<file path="config.mk">
export PLATFORM = sky130hd
export DESIGN_NAME = mapcmd_decoder
export DESIGN_NICKNAME = d
export VERILOG_FILES = /design/src/rtl/mapdec_pkg.sv /design/src/rtl/mapdec_fetch_seq.sv /design/src/rtl/mapdec_field_unpack.sv /design/src/rtl/mapcmd_decoder.sv
export SDC_FILE = /design/constraint.sdc
export NUM_CORES = 1
export LEC_CHECK = 0
export BUFFER_PORTS_ARGS = -buffer_cell sky130_fd_sc_hd__buf_4
export CAP_MARGIN = 20
export CORE_AREA = 2 2 135 137
export CTS_CLUSTER_DIAMETER = 120
export DETAILED_ROUTE_END_ITERATION = 10
export DIE_AREA = 0 0 137 139
export PLACE_DENSITY_LB_ADDON = 0.05
export RECOVER_POWER = 25
export SETUP_SLACK_MARGIN = 0.1
export SLEW_MARGIN = 15
export SYNTH_ARGS = -nofsm -noshare
export SYNTH_HDL_FRONTEND = slang
export SYNTH_SLANG_ARGS = --single-unit
</file>
<file path="constraint.sdc">
create_clock -name clk -period 7.44 [get_ports clk]
set_clock_uncertainty 0.2 [all_clocks]
set_input_delay 0.744 -clock clk [delete_from_list [all_inputs] [get_ports clk]]
set_output_delay 0.744 -clock clk [all_outputs]
set_load 0.02 [all_outputs]
</file>
<file path="src/rtl/mapdec_pkg.sv">
package mapdec_pkg;
   localparam int unsigned DW_W = 64;
   localparam logic [7:0] OP_MAP_DEV  = 8'h08;
   localparam logic [7:0] OP_MAP_COLL = 8'h09;

   typedef enum logic [1:0] {
      SQ_IDLE,
      SQ_REQ,
      SQ_WAIT,
      SQ_FIN
   } seq_state_e;

   typedef struct packed {
      logic coll;
      logic dev;
   } cmd_kind_t;
endpackage

</file>
<file path="src/rtl/mapdec_fetch_seq.sv">
module mapdec_fetch_seq
   import mapdec_pkg::*;
(
   input  logic clk,
   input  logic rst_n,
   input  logic start,
   input  logic is_map,
   input  logic want_lo,
   input  logic rsp_valid,
   input  logic rsp_err,
   output logic idle,
   output logic req_valid,
   output logic req_hi,
   output logic cap_lo,
   output logic cap_hi,
   output logic fin,
   output logic failed
);
   seq_state_e st_q;
   logic       hi_q;
   logic       err_q;

   always_ff @(posedge clk) begin
      if (!rst_n) begin
         st_q  <= SQ_IDLE;
         hi_q  <= 1'b0;
         err_q <= 1'b0;
      end else begin
         case (st_q)
            SQ_IDLE: begin
               if (start) begin
                  err_q <= 1'b0;
                  hi_q  <= !want_lo;
                  st_q  <= is_map ? SQ_REQ : SQ_FIN;
               end
            end
            SQ_REQ: st_q <= SQ_WAIT;
            SQ_WAIT: begin
               if (rsp_valid) begin
                  if (rsp_err) begin
                     err_q <= 1'b1;
                     st_q  <= SQ_FIN;
                  end else if (!hi_q) begin
                     hi_q <= 1'b1;
                     st_q <= SQ_REQ;
                  end else begin
                     st_q <= SQ_FIN;
                  end
               end
            end
            default: st_q <= SQ_IDLE;
         endcase
      end
   end

   assign idle      = (st_q == SQ_IDLE);
   assign req_valid = (st_q == SQ_REQ);
   assign req_hi    = hi_q;
   assign cap_lo    = (st_q == SQ_WAIT) && rsp_valid && !rsp_err && !hi_q;
   assign cap_hi    = (st_q == SQ_WAIT) && rsp_valid && !rsp_err && hi_q;
   assign fin       = (st_q == SQ_FIN);
   assign failed    = err_q;
endmodule

</file>
<file path="src/rtl/mapdec_field_unpack.sv">
module mapdec_field_unpack
   import mapdec_pkg::*;
#(
   parameter int unsigned ICID_W = 16,
   parameter int unsigned PROC_W = 16,
   parameter int unsigned DEV_W  = 32,
   parameter int unsigned SIZE_W = 5,
   parameter int unsigned ITT_W  = 44,
   parameter int unsigned IDX_W  = 32,
   parameter int unsigned BODY_W = 52
)(
   input  logic              sel_dev,
   input  logic [DEV_W-1:0]  dev_id,
   input  logic [SIZE_W-1:0] dev_size,
   input  logic [BODY_W-1:0] body,
   input  logic              ent_valid,
   input  logic [ICID_W-1:0] cfg_max_coll,
   input  logic [PROC_W-1:0] cfg_cpu_count,
   input  logic [DEV_W-1:0]  cfg_max_dev,
   input  logic [SIZE_W-1:0] cfg_id_bits,
   output logic              in_range,
   output logic [IDX_W-1:0]  index,
   output logic [DW_W-1:0]   entry
);
   localparam int unsigned TGT_LSB = 16;
   localparam int unsigned ITT_LSB = 8;

   logic [ICID_W-1:0] coll_id;
   logic [PROC_W-1:0] target;
   logic [ITT_W-1:0]  itt_addr;
   logic              coll_ok;
   logic              dev_ok;
   logic [DW_W-1:0]   coll_entry;
   logic [DW_W-1:0]   dev_entry;

   assign coll_id  = body[ICID_W-1:0];
   assign target   = body[TGT_LSB +: PROC_W];
   assign itt_addr = body[ITT_LSB +: ITT_W];

   assign coll_ok = (coll_id <= cfg_max_coll) && (target <= cfg_cpu_count);
   assign dev_ok  = (dev_id <= cfg_max_dev) && (dev_size <= cfg_id_bits);

   assign coll_entry = ent_valid ? DW_W'({target, 1'b1}) : '0;
   assign dev_entry  = ent_valid ? DW_W'({itt_addr, dev_size, 1'b1}) : '0;

   always_comb begin
      if (sel_dev) begin
         in_range = dev_ok;
         index    = IDX_W'(dev_id);
         entry    = dev_entry;
      end else begin
         in_range = coll_ok;
         index    = IDX_W'(coll_id);
         entry    = coll_entry;
      end
   end
endmodule

</file>
<file path="src/rtl/mapcmd_decoder.sv">
module mapcmd_decoder
   import mapdec_pkg::*;
#(
   parameter int unsigned OFF_W  = 20,
   parameter int unsigned ICID_W = 16,
   parameter int unsigned PROC_W = 16,
   parameter int unsigned DEV_W  = 32,
   parameter int unsigned SIZE_W = 5,
   parameter int unsigned ITT_W  = 44,
   localparam int unsigned IDX_W = (DEV_W > ICID_W) ? DEV_W : ICID_W
)(
   input  logic              clk,
   input  logic              rst_n,
   input  logic              disp_valid,
   output logic              disp_ready,
   input  logic [7:0]        disp_opcode,
   input  logic [OFF_W-1:0]  disp_offset,
   input  logic [63:0]       disp_dw0,
   output logic              rd_req_valid,
   output logic [OFF_W-1:0]  rd_req_addr,
   input  logic              rd_rsp_valid,
   input  logic [63:0]       rd_rsp_data,
   input  logic              rd_rsp_err,
   input  logic [ICID_W-1:0] cfg_max_coll,
   input  logic [PROC_W-1:0] cfg_cpu_count,
   input  logic [DEV_W-1:0]  cfg_max_dev,
   input  logic [SIZE_W-1:0] cfg_id_bits,
   output logic              upd_valid,
   output logic              upd_is_dev,
   output logic [IDX_W-1:0]  upd_index,
   output logic [63:0]       upd_entry,
   output logic              done_valid,
   output logic              done_ok
);
   localparam int unsigned TGT_END = 16 + PROC_W;
   localparam int unsigned ITT_END = 8 + ITT_W;
   localparam int unsigned BODY_W  = (TGT_END > ITT_END) ? TGT_END : ITT_END;
   localparam int unsigned DEVID_LSB = 32;

   generate
      if (OFF_W < 6)             begin : g_bad_off  $error("OFF_W too small for 32-byte entries"); end
      if (ICID_W > 16)           begin : g_bad_icid $error("ICID_W overlaps the target field"); end
      if (DEV_W > 32)            begin : g_bad_dev  $error("DEV_W exceeds the upper word half"); end
      if (BODY_W > DW_W - 1)     begin : g_bad_body $error("fields overlap the valid flag"); end
      if (1 + PROC_W > DW_W)     begin : g_bad_proc $error("target does not fit the entry"); end
      if (6 + ITT_W > DW_W)      begin : g_bad_itt  $error("table address does not fit the entry"); end
      if (SIZE_W != 5)           begin : g_bad_size $error("size field packing assumes 5 bits"); end
   endgenerate

   cmd_kind_t          kind_q;
   logic [OFF_W-1:0]   off_q;
   logic [DEV_W-1:0]   devid_q;
   logic [SIZE_W-1:0]  size_q;
   logic [BODY_W-1:0]  body_q;
   logic               vld_q;

   logic accept;
   logic is_dev_op;
   logic is_coll_op;
   logic sq_idle, sq_req, sq_hi, sq_cap_lo, sq_cap_hi, sq_fin, sq_failed;
   logic in_range;
   logic [IDX_W-1:0] idx_w;
   logic [DW_W-1:0]  entry_w;
   logic input_unused;

   assign is_dev_op  = (disp_opcode == OP_MAP_DEV);
   assign is_coll_op = (disp_opcode == OP_MAP_COLL);
   assign accept     = disp_valid && sq_idle;

   always_ff @(posedge clk) begin
      if (!rst_n) begin
         kind_q  <= '0;
         off_q   <= '0;
         devid_q <= '0;
         size_q  <= '0;
         body_q  <= '0;
         vld_q   <= 1'b0;
      end else begin
         if (accept) begin
            kind_q.dev  <= is_dev_op;
            kind_q.coll <= is_coll_op;
            off_q       <= disp_offset;
            devid_q     <= disp_dw0[DEVID_LSB +: DEV_W];
         end
         if (sq_cap_lo) begin
            size_q <= rd_rsp_data[SIZE_W-1:0];
         end
         if (sq_cap_hi) begin
            body_q <= rd_rsp_data[BODY_W-1:0];
            vld_q  <= rd_rsp_data[DW_W-1];
         end
      end
   end

   mapdec_fetch_seq seq_i (
      .clk       (clk),
      .rst_n     (rst_n),
      .start     (accept),
      .is_map    (is_dev_op || is_coll_op),
      .want_lo   (is_dev_op),
      .rsp_valid (rd_rsp_valid),
      .rsp_err   (rd_rsp_err),
      .idle      (sq_idle),
      .req_valid (sq_req),
      .req_hi    (sq_hi),
      .cap_lo    (sq_cap_lo),
      .cap_hi    (sq_cap_hi),
      .fin       (sq_fin),
      .failed    (sq_failed)
   );

   mapdec_field_unpack #(
      .ICID_W (ICID_W),
      .PROC_W (PROC_W),
      .DEV_W  (DEV_W),
      .SIZE_W (SIZE_W),
      .ITT_W  (ITT_W),
      .IDX_W  (IDX_W),
      .BODY_W (BODY_W)
   ) unpack_i (
      .sel_dev       (kind_q.dev),
      .dev_id        (devid_q),
      .dev_size      (size_q),
      .body          (body_q),
      .ent_valid     (vld_q),
      .cfg_max_coll  (cfg_max_coll),
      .cfg_cpu_count (cfg_cpu_count),
      .cfg_max_dev   (cfg_max_dev),
      .cfg_id_bits   (cfg_id_bits),
      .in_range      (in_range),
      .index         (idx_w),
      .entry         (entry_w)
   );

   assign input_unused = ^{disp_dw0, rd_rsp_data};

   assign disp_ready   = sq_idle;
   assign rd_req_valid = sq_req;
   assign rd_req_addr  = off_q + (sq_hi ? OFF_W'(16) : OFF_W'(8));
   assign done_valid   = sq_fin;
   assign done_ok      = !sq_failed;
   assign upd_valid    = sq_fin && !sq_failed && (kind_q.dev || kind_q.coll) && in_range;
   assign upd_is_dev   = kind_q.dev;
   assign upd_index    = idx_w;
   assign upd_entry    = entry_w;
endmodule

</file>
== Word-level counts from Yosys, hierarchy flattened ==
Cells that the tools add are included.

* Bits of input ports: 230
* Logic and storage cells: 65
* Register bits: 116
* Output and inout port bits: 122

* Magnitude comparators: 4
* Reduce and logical (&&, ||, !) cells: 21
* Eq/ne operators: 9
* Muxes and demuxes: 20
* $add $sub $neg: 1

{| class="wikitable"
|+ Operators by type and width
! cell !! number
|-
| $mux 64 || 1
|-
| $mux 50 || 1
|-
| $le 16x16->1 || 2
|-
| $le 32x32->1 || 1
|-
| $mux 32 || 1
|-
| $add 20x5->20 || 1
|-
| $mux 17 || 1
|-
| $eq 8x4->1 const B || 2
|-
| $logic_and 1x1->1 || 10
|-
| $mux 2 || 5
|-
| $ne 2x2->1 const B || 4
|-
| $reduce_and 4->1 || 2
|-
| $mux 1 || 7
|-
| $pmux 2 s3 || 1
|-
| $le 5x5->1 || 1
|-
| $mux 5 || 1
|-
| $eq 2x2->1 const B || 2
|-
| $logic_not 1->1 || 4
|-
| $pmux 1 s2 || 2
|-
| $eq 2x1->1 const B || 1
|-
| $logic_not 2->1 || 1
|-
| $logic_or 1x1->1 || 2
|-
| $reduce_and 2->1 || 1
|-
| $reduce_bool 2->1 || 1
|}

== Longest topological paths before layout ==
* Depth in word-level cells: 5
* Mapped depth: 9
* Depth with buffers taken out: 9

== Hierarchy ==
From an unflattened synthesis, not the netlist that was laid out.

* Cells, all modules: 881
* Area, all modules: 7,492.2 µm²

{| class="wikitable"
|+ Modules (own cells, without submodules)
! module !! cells each !! instances !! area each (µm²) !! sequential area each (µm²)
|-
| mapcmd_decoder || 481 || 1 || 4,554.4 || 2,242.2
|-
| mapdec_field_unpack || 371 || 1 || 2,690.1 || 0.0
|-
| mapdec_fetch_seq || 29 || 1 || 247.7 || 80.1
|}

== Worst setup path after synthesis ==
OpenSTA, ideal clock, no wires.

* Kind: in2out
* Start point: in cfg_max_dev[18]
* End point: out upd_valid
* Required time: 6.496 ns
* Slack: 4.286 ns
* Stages: 8
* Data arrival time: 2.210 ns
* Cell sequence: inv_1 > ha_1 > a211oi_2 > a211oi_1 > o31ai_2 > a32oi_1 > nor4_1 > a31o_1

* Cells in the longest elaborated chain, start to end: 4

{| class="wikitable"
|+ Ends and longest elaborated chain
! element !! RTL line !! text
|-
| start: declaration || mapcmd_decoder.sv:26 || <nowiki>input logic [DEV_W-1:0] cfg_max_dev,</nowiki>
|-
| $le 32x32->1 || mapdec_field_unpack.sv:41 || <nowiki>assign dev_ok = (dev_id <= cfg_max_dev) && (dev_size <= cfg_id_bits);</nowiki>
|-
| $logic_and 1x1->1 || mapdec_field_unpack.sv:41 ||
|-
| $mux 1 || mapdec_field_unpack.sv:47 || <nowiki>if (sel_dev) begin</nowiki>
|-
| $logic_and 1x1->1 || mapcmd_decoder.sv:142 || <nowiki>assign upd_valid = sq_fin && !sq_failed && (kind_q.dev || kind_q.coll) && in_range;</nowiki>
|-
| end: declaration || mapcmd_decoder.sv:28 || <nowiki>output logic upd_valid,</nowiki>
|}

Every way passes these cells.

==> flow_summary_export.csv <==
group,metric,value,unit
job,maxCapViolations,2,
run_status,failed_checks,"max-capacitance violations, max-slew violations",
die,io_pins,352,
placement,portBuffers,294,
synthesis,syn-mean-instance-area,7.90,um2
synthesis,synthMuxAreaShare,5.28,%
synthesis,synth-xor-area-share,1.78,%
clock_network,cts_sinks,116,
cells_and_area,syn_to_final_growth,38.7,%
synthesis,ys_warnings,0,
worst_hold_path,hold_path_class,"reg -> reg",
sta,final-max-slew-violation-count,119,
global_route,grt_pass1_wl,34300,um
sta,timing_worst_slew_pin_value,2.65,ns
critical_path,setup.worst_path.start_class,"primary input",
critical_path,required,7.59,ns
die,die_x,137,um
run_status,run_status,"finished with violations",
synthesis,yosys-top-cells-count,"sky130_fd_sc_hd__nand2_1 (231), sky130_fd_sc_hd__dfxtp_1 (116), sky130_fd_sc_hd__a21boi_0 (98)",
synthesis,yosys.cell_types.count,45,
placement,gp_congestion,0.835,
cells_and_area,drive_above_1_share,29.1,%
clock_network,post_cts_buffers,0,
sta,final_hold_viol_count,0,
global_route,gr_util_all_layers,22.8,%
cells_and_area,finish.utilization,57.9,%
clock_network,cts-resized-gates,0,
sta,rsz0062_at_grt,"false",
clock_network,hold_buffers,0,
worst_hold_path,whs_path_depth,2,
clock_network,clock_tree.root_cell,"sky130_fd_sc_hd__clkbuf_16",
synthesis,most_used_flip_flop_cell_after_synthesis,"sky130_fd_sc_hd__dfxtp_1",
drt,vias,6953,
drt,post_detailed_route_count_of_antenna_violating_nets,0,
sta,min_period,4.32,ns
synthesis,syn-cell-area,7370,um2
power_and_ir_drop,power.static_leakage,4.88,nW
critical_path,worst-endpoint-arrival,4.47,ns
synthesis,synth_enable_flop_cells,0,
critical_path,reg2regPathDepth,6,
critical_path,critical_path_peak_fanout,67,
die,initial_utilization,41.7,%
cells_and_area,antennaDiodeCount,0,
die,num_rows,49,
die,die-area,19000,um2
sta,slew_headroom,-76.8,%
synthesis,ys_seq_area_share,31.5,%
clock_network,cts-buffers-inserted,17,
synthesis,post_synth_main_area_contributors,"sky130_fd_sc_hd__dfxtp_1 (32%), sky130_fd_sc_hd__ha_1 (12%), sky130_fd_sc_hd__nand2_1 (12%)",
synthesis,synth_async_sr_flop_share,0,%
cells_and_area,final_nets,1500,
drt,routedWlPerCell,15.2,um
die,die-height,139,um
global_route,antenna_found_initial,0,
global_route,grt_max_degree,117,
synthesis,yosysTopAreaCellShare,31.5,%
die,floorplan.core_area,17700,um2
global_route,grt_overflow_total,0,
drt,post_drt_via_cell_ratio,4.83,
clock_network,cts_tree,"yes",
clock_network,worst_skew_pair.late_latency,0.42,ns
synthesis,post-synth-top-count-cell,"sky130_fd_sc_hd__nand2_1",
synthesis,main_combinational_cell_family_by_area_after_synthesis,"simple AND/OR/NAND/NOR gates",
drt,drc,0,
synthesis,post_synth_and_or_nand_nor_area_fraction,23.7,%
sta,period_share,58.0,%
sta,setup-violations-final,0,
drt,number_of_detailed_route_iterations_in_the_first_pass,4,
global_route,first_global_vias,6695,
clock_network,clockBufferDepth,2,
sta,finalSetupTns,0,ns
synthesis,netlist_instances,933,
placement,dp.final_hpwl,15800,um
drt,drt_wl_total,21900,um
critical_path,critPathKind,"in -> reg",
synthesis,yosys.area.top_type,"sky130_fd_sc_hd__dfxtp_1",
clock_network,worst_setup_hold_path_clk_slew,0.06,ns
synthesis,synth-adder-area-share,12.3,%
power_and_ir_drop,ir_drop,158,uV
synthesis,synth_seq_cells,116,
drt,drt_first_iter_violations,307,
sta,max_clock_freq,232,MHz
critical_path,critical_path.endpoint_type,"register",
clock_network,cts.htree.levels,4,
synthesis,synth-compound-area-share,16.5,%
power_and_ir_drop,power_dens_cells,173,nW/um2
==> cells in the final DEF, fill, tap and decap left out, types with 5 or more instances in the layout <==
master / netlist / layout
sky130_fd_sc_hd__buf_4: 23 / 292
sky130_fd_sc_hd__nand2_1: 231 / 229
sky130_fd_sc_hd__dfxtp_1: 116 / 115
sky130_fd_sc_hd__a21boi_0: 98 / 104
sky130_fd_sc_hd__inv_1: 77 / 77
sky130_fd_sc_hd__ha_1: 71 / 71
sky130_fd_sc_hd__and3_1: 35 / 35
sky130_fd_sc_hd__nor2b_1: 30 / 30
sky130_fd_sc_hd__a21oi_1: 24 / 24
sky130_fd_sc_hd__mux2i_1: 22 / 22
sky130_fd_sc_hd__clkbuf_16: 0 / 18
sky130_fd_sc_hd__nand4_1: 17 / 17
sky130_fd_sc_hd__nor2_1: 17 / 17
sky130_fd_sc_hd__and2_1: 18 / 17
sky130_fd_sc_hd__mux2_2: 15 / 15
sky130_fd_sc_hd__conb_1: 1 / 14
sky130_fd_sc_hd__nand3_1: 13 / 13
sky130_fd_sc_hd__o21ai_0: 12 / 12
sky130_fd_sc_hd__xnor2_1: 9 / 9
sky130_fd_sc_hd__xor2_1: 6 / 6
sky130_fd_sc_hd__a21o_1: 6 / 6
sky130_fd_sc_hd__clkbuf_1: 25 / 6
sky130_fd_sc_hd__a211oi_1: 5 / 5
sky130_fd_sc_hd__o21a_1: 5 / 5
==> cell type report <==
class | instances | area, um2
clock buffer | 18 | 450
inverter | 77 | 289
sequential | 116 | 2330
tap | 229 | 287
multi-input combinational | 686 | 4450
clock inverter | 14 | 153
fill | 1740 | 7440
timing repair buffer | 300 | 2260
==> cells by family after synthesis <==
kind of cell	Yosys count
AND/OR/NAND/NOR	377
AO/OA/AOI/OAI	171
buffers and inverters	144
flip-flops	116
adder cells (fa/ha/maj)	72
multiplexers	37
XOR/XNOR	15
other	1
==> metal layers <==
metal | up-vias | routed length [um] | track usage (%)
met5 | - | 0 | 0
met4 | 0 | 474 | 7.33
met3 | 34 | 1680 | 7.16
met2 | 212 | 10200 | 37.1
met1 | 3102 | 9590 | 28.5
li1 | 3605 | - | -
==> report_power, final <==
group | total, W | internal, W | switching [W] | leakage, nW
clock network | 0.000832 | 0.000515 | 0.000317 | 0.284
logic | 0.000266 | 0.000136 | 0.000130 | 3.65
registers | 0.000670 | 0.000646 | 0.0000236 | 0.943
==> path summary, 6_finish.rpt <==
kind | from | end | slack [ns]
setup / recovery | rst_n | seq_i.req_hi | 3.12
hold / removal | body_q[33] | body_q[33] | 0.26
setup reg to reg | seq_i.st_q[1] | upd_is_dev | 5.30
hold reg to reg | body_q[33] | body_q[33] | 0.26
==> worst max-delay path, cell delays in order <==
cell                       delay (ns)
sky130_fd_sc_hd__clkbuf_1        1.32
sky130_fd_sc_hd__clkbuf_1        1.96
sky130_fd_sc_hd__o31ai_1         0.23
sky130_fd_sc_hd__nor2_1          0.17
==> state kept, by name (all words and copies together), names as in the netlist <==
name          count
seq_i.st_q        2
kind_q            1
body_q           52
upd_is_dev        1
size_q            5
devid_q          32
seq_i.failed      1
seq_i.req_hi      1
vld_q             1
off_q            20
==> through the flow <==
| stage | hold WS (ns) | setup WS [ns] | std cells | total power [W] | instance area [um2] |
|---|---|---|---|---|---|
| final | 0.262 | 3.12 | 1440 | 0.00177 | 10200 |
| after detailed placement | 0.241 | 3.94 | 1405 | 0.000946 | 9580 |
| after global routing | 0.286 | 2.66 | 1440 | 0.00185 | 10200 |
| after CTS | 0.250 | 3.58 | 1437 | 0.00178 | 10200 |
| after floorplan | 0.231 | 4.29 | 946 | 0.000825 | 7420 |
| after global placement | 0.240 | 3.93 | 1405 | 0.000943 | 9580 |
Power figures use the tool's default switching activity.
